$ cat src/rtl/i2c_bus_unstick.sv
module i2c_bus_unstick #(
  parameter int HALF_CYCLES = 8,
  parameter int MAX_PULSES  = 18
) (
  input  logic clk,
  input  logic rst_n,
  input  logic start_i,
  output logic done_o,
  output logic bus_clear_o,
  output logic scl_low_o,
  input  logic scl_i,
  output logic sda_low_o,
  input  logic sda_i
);
  localparam int CW = $clog2(HALF_CYCLES + 1);
  localparam int PW = $clog2(MAX_PULSES + 1);

  typedef enum logic [1:0] {IDLE, SETTLE, PULSE_LO, PULSE_HI} state_t;

  state_t        state;
  logic [CW-1:0] cnt;
  logic [PW-1:0] pulses;
  logic [1:0]    scl_sync, sda_sync;
  logic          scl_s, sda_s, phase_end, busy;

  assign scl_s     = scl_sync[1];
  assign sda_s     = sda_sync[1];
  assign phase_end = (cnt == CW'(HALF_CYCLES - 1));
  assign busy      = (state != IDLE);
  assign sda_low_o = 1'b0;

  always_ff @(posedge clk or negedge rst_n) begin
    if (!rst_n) begin
      scl_sync <= 2'b11;
      sda_sync <= 2'b11;
    end else begin
      scl_sync <= {scl_sync[0], scl_i};
      sda_sync <= {sda_sync[0], sda_i};
    end
  end

  always_ff @(posedge clk or negedge rst_n) begin
    if (!rst_n) begin
      state       <= IDLE;
      cnt         <= '0;
      pulses      <= '0;
      scl_low_o   <= 1'b0;
      done_o      <= 1'b0;
      bus_clear_o <= 1'b0;
    end else begin
      done_o <= 1'b0;
      case (state)
        IDLE: begin
          if (start_i) begin
            state       <= SETTLE;
            cnt         <= '0;
            pulses      <= '0;
            bus_clear_o <= 1'b0;
          end
        end
        SETTLE: begin
          cnt <= cnt + 1'b1;
          if (phase_end) begin
            cnt <= '0;
            if (!scl_s) begin
              state       <= IDLE;
              done_o      <= 1'b1;
              bus_clear_o <= 1'b0;
            end else if (sda_s) begin
              state       <= IDLE;
              done_o      <= 1'b1;
              bus_clear_o <= 1'b1;
            end else begin
              state     <= PULSE_LO;
              scl_low_o <= 1'b1;
              pulses    <= PW'(1);
            end
          end
        end
        PULSE_LO: begin
          cnt <= cnt + 1'b1;
          if (phase_end) begin
            cnt       <= '0;
            scl_low_o <= 1'b0;
            state     <= PULSE_HI;
          end
        end
        PULSE_HI: begin
          cnt <= cnt + 1'b1;
          if (phase_end) begin
            cnt <= '0;
            if (sda_s) begin
              state       <= IDLE;
              done_o      <= 1'b1;
              bus_clear_o <= 1'b1;
            end else if (pulses == PW'(MAX_PULSES)) begin
              state       <= IDLE;
              done_o      <= 1'b1;
              bus_clear_o <= 1'b0;
            end else begin
              pulses    <= pulses + 1'b1;
              scl_low_o <= 1'b1;
              state     <= PULSE_LO;
            end
          end
        end
        default: state <= IDLE;
      endcase
    end
  end
endmodule

$ cat config.mk
export PLATFORM = sky130hd
export DESIGN_NAME = i2c_bus_unstick
export DESIGN_NICKNAME = d
export VERILOG_FILES = /design/src/rtl/i2c_bus_unstick.sv
export SDC_FILE = /design/constraint.sdc
export NUM_CORES = 1
export LEC_CHECK = 0
export CAP_MARGIN = 20
export CORE_AREA = 4 4 48 50
export DETAILED_ROUTE_END_ITERATION = 7
export DIE_AREA = 0 0 52 54
export PLACE_DENSITY = 0.74
export SYNTH_ARGS = -nofsm -noshare
export SYNTH_HDL_FRONTEND = slang
export SYNTH_SLANG_ARGS = --single-unit
$ cat constraint.sdc
create_clock -name clk -period 2.05 [get_ports clk]
set_clock_uncertainty 0.15 [all_clocks]
set_input_delay 0.41 -clock clk [delete_from_list [all_inputs] [get_ports clk]]
set_output_delay 0.41 -clock clk [all_outputs]
set_load 0.05 [all_outputs]
==> summary.txt, run 1 <==
Outcome
  • Outcome: finished clean

Hold path
  • Worst Hold Class: reg -> reg

Synth
  • Top cell type's share of synthesized area: 35.3%
  • Syn nets: around 100
  • Synth unique cells: between 40 and 50
  • Cells after synthesis: 94
  • Fraction of registers with async set/reset: 100%
  • Synth top area cells: dfrtp_1 35%, dfstp_2 11%, ha_1 3.8%, nand3b_1 3.8%, a21oi_1 3.0%
  • Number of synthesized register bits: 18
  • Yosys top cell by area: dfrtp_1
  • Synthesized cell area: ~1000 um2
  • Post-synth EDFFs: 0
  • Avg Cell Area, Syn: about 11 um2
  • Part of the Yosys area used for sequential elements: 45.8%
  • Synth warnings: 0
  • Primary FF master, synth: dfrtp_1

Worst setup path
  • Worst r2r path cells: 4
  • Worst Path Required: 1490 ps
  • Levels on crit path: 1
  • CP delay by family, top: buffers and inverters
  • Crit path buffers/inverters: 1
  • Critical Path Source: done_o$_DFF_PN0_
  • CP cell instances: clkdlybuf4s50_1
  • Crit start category: flip-flop
  • Largest stage delay, worst path: roughly 800 ps
  • Critical path's slowest cell: clkdlybuf4s50_1
  • Worst R2R End: pulses[0]$_DFFE_PN0P_
  • Worst-path fanout max: 1
  • Crit path to: done_o
  • Reg2Reg Setup Slack: about 310 ps
  • CP Class: reg -> out
  • Critical path arrival: 1430 ps
  • Critical Path End Type: output pin
  • RR Startpoint: cnt[0]$_DFFE_PN0N_

Floorplanning
  • Die area: 2810 um2
  • Starting Density: between 50 and 60%
  • Core Rows: 16
  • DIE HEIGHT: between 50 and 60 um
  • Die Wd: between 50 and 60 um
  • # IOs: 9
  • Core ar.: approximately 1900 um2

Place
  • HPWL Detailed: between 1000 and 1500 um
  • # port buffers: 7
  • Dpl cell area: ~1100 um2
  • Routability congestion estimate: between 0.8 and 0.9

Timing
  • Slew Limit Fails: 0
  • Minimum clock period: a little under 2000 ps
  • Unrepaired setup endpoints after global routing: false
  • Final period utilization: between 90% and 100%
  • Final-report hold violation count: 0
  • FMAX: just over 500 MHz
  • Setup TNS: 0 ps
  • Final setup viols: 0

Clocking
  • Reg clk slew, reported paths: approximately 100 ps
  • Root buf cell: clkbuf_4
  • Post-CTS sizing: 0
  • Clk_lat worst skew: 290 ps
  • CTS buffer count: 3
  • Max clock buf depth: 2
  • CTS hold repair buffers: 0
  • H-tree Lvls: 1
  • Clk sinks: 18
  • Number of post-CTS setup repair buffers: 0
  • CTS tree: built

Finish
  • Most frequent cells in the layout: 14 x dfrtp_1, 7 x buf_4, 6 x a21oi_1
  • Nets@finish: 114
  • P&R area growth vs syn: 14.2%
  • Commonest non-fill, non-tap cell in the layout: dfrtp_1
  • FILL cells: about 180
  • Util after Layout: slightly below 60%
  • Share of post-route cells with drive strength above 1: roughly a fifth
  • Post-Layout Inst Area: around 1100 um2
  • Multi-input gate area: a little under 500 um2
  • # diodes: 0
  • Flip-flop and latch area: between 400 and 500 um2

Drt
  • DRC viols: 0
  • Initial DRC count: 16
  • Total wire length: approximately 2000 um
  • Routed WL per cell: 15.1 um
  • Post-DR vias/cell: 5.87
  • Antenna Nets Post-Route: 0
  • Vias: approximately 780
  • Pre-Repair DR Iteration Count: 4

Pwr
  • Comb power frac: about two fifths
  • Net switching power: 505 uW
  • PwrDens: between 1000 and 1500 nW/um2
  • Peak supply drop: 0.000742 V
  • Internal power component: about 770 uW
  • Clock power share: 17.1%
  • Design Power: roughly 1300 uW
  • Cell leakage power: between 0.0005 and 0.0006 uW
  • Sw Ratio: about two fifths
  • Seq pwr share: ~44%

Flow run
  • Max cap viols: 0

GRT
  • Largest net degree at the start of global routing: 19
  • Initial antenna violation count: 0
  • GRT Resource Usage Total: 17.1%
  • First-pass GRT wire length: around 3500 um
  • GR Overflow Total: 0
  • Vias in the first global route: between 700 and 800
==> final cells by class <==
| class | count | share of cell area [%] |
|---|---|---|
| clock buffer | 4 | 3.20 |
| inverter | 4 | 1.32 |
| tap | 27 | 2.98 |
| multi-input combinational | 67 | 43.3 |
| sequential | 18 | 40.1 |
| timing repair buffer | 12 | 9.04 |
==> through the flow <==
stage	cells	setup slack, ps	hold slack, ps
floorplan	94	451	-35.6
global placement	128	20.4	196
CTS	132	46.4	213
global route	132	5.90	223
detailed placement	128	-5.45	197
finish	132	61.8	211
==> per-layer routing <==
| layer | part of all wire [%] | GRT usage (%) | vias to the layer above |
|---|---|---|---|
| met5 | 0 | 0 | - |
| met4 | 0.91 | 7.42 | 0 |
| met3 | 3.3 | 3.32 | 2 |
| met2 | 47 | 28.7 | 18 |
| met1 | 49 | 21.3 | 378 |
| li1 | - | - | 377 |
==> how the worst min path moves through the flow <==
stage                     startpoint                      end  slack, ps  depth (start not counted)
4_1_cts        scl_sync[0]$_DFF_PN1_    scl_sync[1]$_DFF_PN1_        210                          0
5_1_grt        scl_sync[0]$_DFF_PN1_    scl_sync[1]$_DFF_PN1_        220                          0
3_5_place_dp   scl_sync[0]$_DFF_PN1_    scl_sync[1]$_DFF_PN1_        200                          0
6_report       scl_sync[0]$_DFF_PN1_    scl_sync[1]$_DFF_PN1_        210                          0
2_1_floorplan                  rst_n  bus_clear_o$_DFFE_PN0P_        -40                          0
3_3_place_gp   sda_sync[0]$_DFF_PN1_    sda_sync[1]$_DFF_PN1_        200                          0
==> flip-flops by register name, indices dropped and copies added, names as in the netlist <==
name         flops
pulses           5
cnt              4
scl_sync         2
sda_sync         2
state            2
bus_clear_o      1
done_o           1
scl_low_o        1
==> cell usage after synthesis (all sizes together), types with 3 or more instances <==
master  count
a21oi       6
dfstp       4
dfrtp      14
a211o       3
ha          3
buf         3
and3        3
nand3b      5
nor2        5
nand4b      3
inv         4
nor4        4
o21ai       5
nand3       3
==> cells by family after synthesis <==
kind of cell	count (synthesis)	synth area share, %
compound gates	26	19.0
xor+xnor	1	0.882
fa+ha+maj	3	3.78
buf+inv	9	4.66
flops	18	45.8
mux	1	1.01
other cells	1	0.377
simple gates	35	24.4
==> power by group through the flow <==
stage	registers (uW)	clock network (uW)	logic, uW
2_1_floorplan	571	0	354
3_3_place_gp	553	0	479
3_5_place_dp	563	0	491
4_1_cts	558	224	493
5_1_grt	577	245	547
6_report	561	218	494
==> worst register-to-register path, cell delays in order (launching register included) <==
cell	delay, ps
dfrtp_1	420
ha_1	320
nand4b_2	290
nor4_1	360
nor3_1	90
(Power assumes the default switching activity.)
==> inputs of run 2 (changes only) <==
SKIP_LAST_GASP = 1   (was unset)
==> results of run 2 <==
No change in the layout: final DEF, timing and power equal those of run 1.
